===== config.mk =====
export PLATFORM = sky130hd
export DESIGN_NAME = cmt_pair
export DESIGN_NICKNAME = d
export VERILOG_FILES = /design/src/rtl/cmt_pkg.sv /design/src/rtl/cmt_prescale.sv /design/src/rtl/cmt_chan.sv /design/src/rtl/cmt_pair.sv
export SDC_FILE = /design/constraint.sdc
export NUM_CORES = 1
export LEC_CHECK = 0
export ABC_CLOCK_PERIOD_IN_PS = 3700
export BUFFER_PORTS_ARGS = -buffer_cell sky130_fd_sc_hd__buf_2
export CORE_MARGIN = 1
export CORE_UTILIZATION = 25
export CTS_CLUSTER_DIAMETER = 200
export DETAILED_ROUTE_END_ITERATION = 12
export HOLD_SLACK_MARGIN = 0.1
export PLACE_DENSITY_LB_ADDON = 0.12
export SLEW_MARGIN = 20
export SYNTH_ARGS = -nofsm -noshare
export SYNTH_HDL_FRONTEND = slang
export SYNTH_HIERARCHICAL = 1
export SYNTH_SLANG_ARGS = --single-unit

===== constraint.sdc =====
create_clock -name clk -period 3.7 [get_ports clk]
set_input_delay 0.74 -clock clk [delete_from_list [all_inputs] [get_ports clk]]
set_output_delay 0.74 -clock clk [all_outputs]
set_load 0.02 [all_outputs]

===== src/rtl/cmt_pkg.sv =====
package cmt_pkg;

  typedef enum logic [1:0] {
    EV_OFF     = 2'b00,
    EV_START   = 2'b01,
    EV_COUNT   = 2'b10,
    EV_RESTART = 2'b11
  } ev_mode_e;

  typedef struct packed {
    ev_mode_e   mode;
    logic       irq_en;
    logic [1:0] div_sel;
  } ctrl_t;

  localparam int AW        = 3;
  localparam int CH_BASE   = 1;
  localparam int CH_STRIDE = 3;
  localparam int OFS_CTRL  = 0;
  localparam int OFS_CNT   = 1;
  localparam int OFS_CONST = 2;
  localparam logic [AW-1:0] A_RUN = '0;

  function automatic logic [AW-1:0] reg_addr(input int ch, input int ofs);
    return AW'(CH_BASE + CH_STRIDE * ch + ofs);
  endfunction

endpackage


===== src/rtl/cmt_prescale.sv =====
module cmt_prescale #(
  parameter int BASE_LOG = 3,
  parameter int STEP_LOG = 2,
  parameter int NSEL     = 4
) (
  input  logic            clk,
  input  logic            rst,
  output logic [NSEL-1:0] tick
);
  localparam int PW = BASE_LOG + STEP_LOG * (NSEL - 1);

  logic [PW-1:0] div_q;

  always_ff @(posedge clk) begin
    if (rst) div_q <= '0;
    else     div_q <= div_q + 1'b1;
  end

  for (genvar k = 0; k < NSEL; k++) begin : g_tap
    localparam int LW = BASE_LOG + STEP_LOG * k;
    assign tick[k] = &div_q[LW-1:0];
    if (k > 0) begin : g_nest
      // a slower strobe coincides with every faster one
      p_nest_r3: assert property (@(posedge clk) disable iff (rst)
        tick[k] |-> tick[k-1]);
    end
  end

endmodule


===== src/rtl/cmt_chan.sv =====
module cmt_chan #(
  parameter int CW = 16
) (
  input  logic          clk,
  input  logic          rst,
  input  logic          run,
  input  logic          step,
  input  logic          clr,
  input  logic          wr,
  input  logic [CW-1:0] wr_val,
  input  logic [CW-1:0] cmp,
  input  logic          ie,
  output logic [CW-1:0] cnt_o,
  output logic          hit_o,
  output logic          irq_o
);
  logic adv, at_top;

  assign adv    = run & step & ~wr & ~clr;
  assign at_top = (cnt_o == cmp);

  always_ff @(posedge clk) begin
    if (rst) begin
      cnt_o <= '0;
      hit_o <= 1'b0;
      irq_o <= 1'b0;
    end else begin
      hit_o <= adv & at_top;
      irq_o <= adv & at_top & ie;
      if (wr)       cnt_o <= wr_val;
      else if (clr) cnt_o <= '0;
      else if (adv) cnt_o <= at_top ? '0 : cnt_o + 1'b1;
    end
  end

  p_hold_r5: assert property (@(posedge clk) disable iff (rst)
    (!run && !wr && !clr) |=> $stable(cnt_o));
  p_wr_first_r8: assert property (@(posedge clk) disable iff (rst)
    wr |=> (cnt_o == $past(wr_val)));
  p_clear_r11: assert property (@(posedge clk) disable iff (rst)
    (clr && !wr) |=> (cnt_o == '0));
  p_wrap_r4: assert property (@(posedge clk) disable iff (rst)
    hit_o |-> (cnt_o == '0));
  p_pulse_r6: assert property (@(posedge clk) disable iff (rst)
    irq_o |=> !irq_o);

endmodule


===== src/rtl/cmt_pair.sv =====
module cmt_pair
  import cmt_pkg::*;
#(
  parameter int CNT_W    = 16,
  parameter int BASE_LOG = 3,
  parameter int STEP_LOG = 2,
  parameter int NSEL     = 4
) (
  input  logic             clk,
  input  logic             rst,
  input  logic             bus_we,
  input  logic [AW-1:0]    bus_addr,
  input  logic [CNT_W-1:0] bus_wdata,
  output logic [CNT_W-1:0] bus_rdata,
  input  logic             evt_in,
  output logic [1:0]       irq,
  output logic             evt_out
);
  localparam int NCH    = 2;
  localparam int EVT_CH = 1;
  localparam int CTW    = $bits(ctrl_t);

  logic [NCH-1:0]   run_q;
  ctrl_t            ctrl_q  [NCH];
  logic [CNT_W-1:0] const_q [NCH];
  logic [CNT_W-1:0] cnt_w   [NCH];
  logic [NCH-1:0]   hit_w, step_w, clr_w, wr_w;
  logic [NSEL-1:0]  tick_w;
  logic             evt_d, evt_pulse, evt_arms;
  logic [CNT_W-1:0] rd_d;

  assign evt_pulse = evt_in & ~evt_d;
  assign evt_arms  = (ctrl_q[EVT_CH].mode == EV_START) ||
                     (ctrl_q[EVT_CH].mode == EV_RESTART);

  cmt_prescale #(.BASE_LOG(BASE_LOG), .STEP_LOG(STEP_LOG), .NSEL(NSEL)) u_pre (
    .clk (clk),
    .rst (rst),
    .tick(tick_w)
  );

  always_ff @(posedge clk) begin
    if (rst) begin
      run_q <= '0;
      evt_d <= 1'b0;
      for (int c = 0; c < NCH; c++) begin
        ctrl_q[c]  <= '0;
        const_q[c] <= '0;
      end
    end else begin
      evt_d <= evt_in;
      if (bus_we && bus_addr == A_RUN) run_q <= bus_wdata[NCH-1:0];
      if (evt_pulse && evt_arms) run_q[EVT_CH] <= 1'b1;
      for (int c = 0; c < NCH; c++) begin
        if (bus_we && bus_addr == reg_addr(c, OFS_CTRL)) begin
          ctrl_q[c] <= ctrl_t'(bus_wdata[CTW-1:0]);
          if (c != EVT_CH) ctrl_q[c].mode <= EV_OFF;
        end
        if (bus_we && bus_addr == reg_addr(c, OFS_CONST))
          const_q[c] <= bus_wdata;
      end
    end
  end

  always_comb begin
    rd_d = '0;
    if (bus_addr == A_RUN) rd_d = {{(CNT_W-NCH){1'b0}}, run_q};
    for (int c = 0; c < NCH; c++) begin
      if (bus_addr == reg_addr(c, OFS_CTRL))  rd_d = {{(CNT_W-CTW){1'b0}}, ctrl_q[c]};
      if (bus_addr == reg_addr(c, OFS_CNT))   rd_d = cnt_w[c];
      if (bus_addr == reg_addr(c, OFS_CONST)) rd_d = const_q[c];
    end
  end

  always_ff @(posedge clk) begin
    if (rst) bus_rdata <= '0;
    else     bus_rdata <= rd_d;
  end

  for (genvar c = 0; c < NCH; c++) begin : g_ch
    localparam bit IS_EVT = (c == EVT_CH);
    assign wr_w[c]   = bus_we && (bus_addr == reg_addr(c, OFS_CNT));
    assign step_w[c] = (IS_EVT && ctrl_q[c].mode == EV_COUNT) ? evt_pulse
                                                              : tick_w[ctrl_q[c].div_sel];
    assign clr_w[c]  = IS_EVT && (ctrl_q[c].mode == EV_RESTART) && evt_pulse;

    cmt_chan #(.CW(CNT_W)) u_chan (
      .clk   (clk),
      .rst   (rst),
      .run   (run_q[c]),
      .step  (step_w[c]),
      .clr   (clr_w[c]),
      .wr    (wr_w[c]),
      .wr_val(bus_wdata),
      .cmp   (const_q[c]),
      .ie    (ctrl_q[c].irq_en),
      .cnt_o (cnt_w[c]),
      .hit_o (hit_w[c]),
      .irq_o (irq[c])
    );

    // an interrupt only accompanies a match of the same channel
    p_irq_match_r6: assert property (@(posedge clk) disable iff (rst)
      irq[c] |-> hit_w[c]);
  end

  assign evt_out = hit_w[EVT_CH];

  p_evt_run_r9: assert property (@(posedge clk) disable iff (rst)
    (evt_pulse && evt_arms) |=> run_q[EVT_CH]);
  p_evt_idle_r12: assert property (@(posedge clk) disable iff (rst)
    (evt_pulse && ctrl_q[EVT_CH].mode == EV_OFF && !(bus_we && bus_addr == A_RUN))
      |=> $stable(run_q));

endmodule


==> results.json <==
{
  "outcome": "completed",
  "num_rows": 55,
  "globalplace.congestion": 0.7923,
  "slowest_delay_ns": 0.46,
  "hold_path.class": "reg -> reg",
  "tightest_slew_ns": 1.033,
  "reg2reg_depth": 11,
  "setup-tns-final_ns": 0,
  "arrival_ns": 3.40,
  "hold-path-endpoint": "u_pre/div_q[0]",
  "yosys_warnings": 6,
  "die_x_um": 155.8,
  "wl_per_cell_um": 19.43,
  "clockRootBuffer": "clkbuf_16",
  "grt_pass1_vias": 4669,
  "relSlewSlack_pct": 30.88,
  "worstPathCellList": "ha_1, nand3_2, nor2_1, and2_1, ha_1, mux4_2, mux2_2, and2_1, nor3_2, nor4b_1, a2111oi_1",
  "clk_latency_ns": 0.36,
  "leakage_nw": 2.469,
  "dpl.cell_count": 941,
  "io-pin-count": 42,
  "core_area_mm2": 0.02292,
  "path_class": "reg -> reg",
  "grt_remaining_overflow": 0,
  "r2r_end": "g_ch[1].u_chan/cnt_o[6]",
  "cts_max_level": 3,
  "worstPathMaxFanout": 7,
  "worstHoldPathCells": 1,
  "tritoncts": "done",
  "final_util_pct": 29.07,
  "vias_per_cell": 5.023,
  "drtIter0Drc": 283,
  "synth.cell_area_mm2": 0.005914,
  "clk_pin_slew_ns": 0.08,
  "dp_hpwl_um": 13160,
  "fillers": 2435,
  "crit_slowest_cell": "mux4_2",
  "power.total_mw": 2.564,
  "skew_ns": 0.01063,
  "layout.cells.non_filler": 957,
  "rr_startpoint": "u_pre/div_q[0]",
  "antenna_found_initial": 0,
  "clock-sinks": 105,
  "placed_cell_area_mm2": 0.006375,
  "min_from": "u_pre/div_q[0]",
  "synthCells": 616,
  "finalInstanceArea_mm2": 0.006661,
  "die_area_mm2": 0.02428,
  "crit_family": "simple AND/OR/NAND/NOR gates",
  "grtUsageTotal_pct": 15.87,
  "cts_made_buffers": 9,
  "nets": 668,
  "min_period_over_period_pct": 85.10,
  "drive_gt1_share_pct": 15.99,
  "critical_path_required_ns": 3.95,
  "ant_nets": 0,
  "wl_um": 18590,
  "max_freq_mhz": 317.6,
  "crit_buf_inv": 0,
  "setup_viol_count_final": 0,
  "port_buffers": 41,
  "vdd_drop_max_uv": 190.4,
  "critPathLaunchType": "flip-flop",
  "vias": 4807,
  "area_growth_pct": 12.63,
  "cts_resized": 0,
  "slew_viol_final": 0,
  "cp-end-kind": "flip-flop",
  "p_per_area_mw_per_mm2": 385.0,
  "grt_max_degree": 46,
  "multi_input_area_mm2": 0.003139,
  "first_pass_iters": 4,
  "cap_violations": 0,
  "r2r_slack_ns": 0.55,
  "finalHoldViolations": 0,
  "start_util_pct": 25.81,
  "syn_area_per_cell_um2": 9.601,
  "die_h_um": 155.8,
  "cts_hold_buf": 0,
  "seqCellArea_mm2": 0.002522,
  "fin_crit_ns": 3.149,
  "rsz0062_at_grt": "false",
  "cts_setup_buffers": 0,
  "drc": 0,
  "diodes": 0,
  "clockBufferDepth": 2,
  "grt_pass1_wl_um": 28790
}
-- registers in the layout, indices dropped and copies added (netlist names) --
signal and flops:
const_q 32, g_ch.u_chan/cnt_o 32, bus_rdata 16, ctrl_q 10
u_pre/div_q 9, g_ch.u_chan/irq_o 2, run_q 2, evt_d 1
g_ch.u_chan/hit_o 1
-- cell type report --
type | count | share of cell area (%)
well taps | 313 | 5.879
flip-flops and latches | 105 | 37.87
inverters | 9 | 0.5071
clock inverters | 7 | 0.9204
multi-input cells | 462 | 47.13
repair buffers | 52 | 4.320
clock buffers | 9 | 3.381
-- metal layers --
layer,up-vias,GRT usage (%),routed length [um]
li1,2318,-,-
met1,2347,21.73,8944
met2,120,25.43,8706
met3,22,2.583,643
met4,0,4.855,299
met5,-,0,0
-- how the worst max path moves through the flow --
| stage | cells past startpoint | end | startpoint | slack (ns) |
|---|---|---|---|---|
| final | 11 | g_ch[1].u_chan/cnt_o[6] | u_pre/div_q[0] | 0.55 |
| after global routing | 11 | g_ch[1].u_chan/cnt_o[6] | u_pre/div_q[0] | 0.35 |
| after CTS | 11 | g_ch[1].u_chan/cnt_o[6] | u_pre/div_q[0] | 0.59 |
| after detailed placement | 11 | g_ch[1].u_chan/cnt_o[6] | u_pre/div_q[0] | 0.61 |
| after global placement | 6 | g_ch[1].u_chan/cnt_o[5] | bus_addr[0] | 0.74 |
| after floorplan | 12 | g_ch[1].u_chan/cnt_o[6] | u_pre/div_q[0] | 0.91 |
-- cell usage in the layout (no fill, tap or decap), types with 4 or more instances in the layout --
master,n
dfxtp_1,63
nor2_1,43
nand2_1,43
a21oi_1,42
edfxtp_1,42
xor2_1,41
buf_2,41
o21ai_0,37
and2_1,33
a211oi_1,24
and3b_1,22
nand3_1,16
nor4_1,14
buf_4,11
nor3_1,10
inv_1,9
clkbuf_16,9
nor2b_1,8
a221oi_1,6
or3_1,6
nor4_2,6
ha_1,6
a21o_1,5
mux2i_1,5
nand4_1,5
mux2_2,4
a2bb2oi_1,4
conb_1,4
o31ai_1,4
nor3_2,4
a2111oi_1,4
a22oi_1,4
o31a_1,4
-- per-stage QoR --
step	worst slack, ns	hold WS, ns
2_1_floorplan	0.9070	0.4295
3_3_place_gp	0.7381	0.4428
3_5_place_dp	0.6053	0.4487
4_1_cts	0.5924	0.4681
5_1_grt	0.3464	0.4822
6_report	0.5513	0.4639
-- where the power goes --
part | internal (mW) | leakage (nW) | switching, mW
logic | 0.102 | 1.41 | 0.183
registers | 1.26 | 0.919 | 0.0541
clock network | 0.472 | 0.144 | 0.493
No activity file was read; power rests on OpenSTA's default activity.
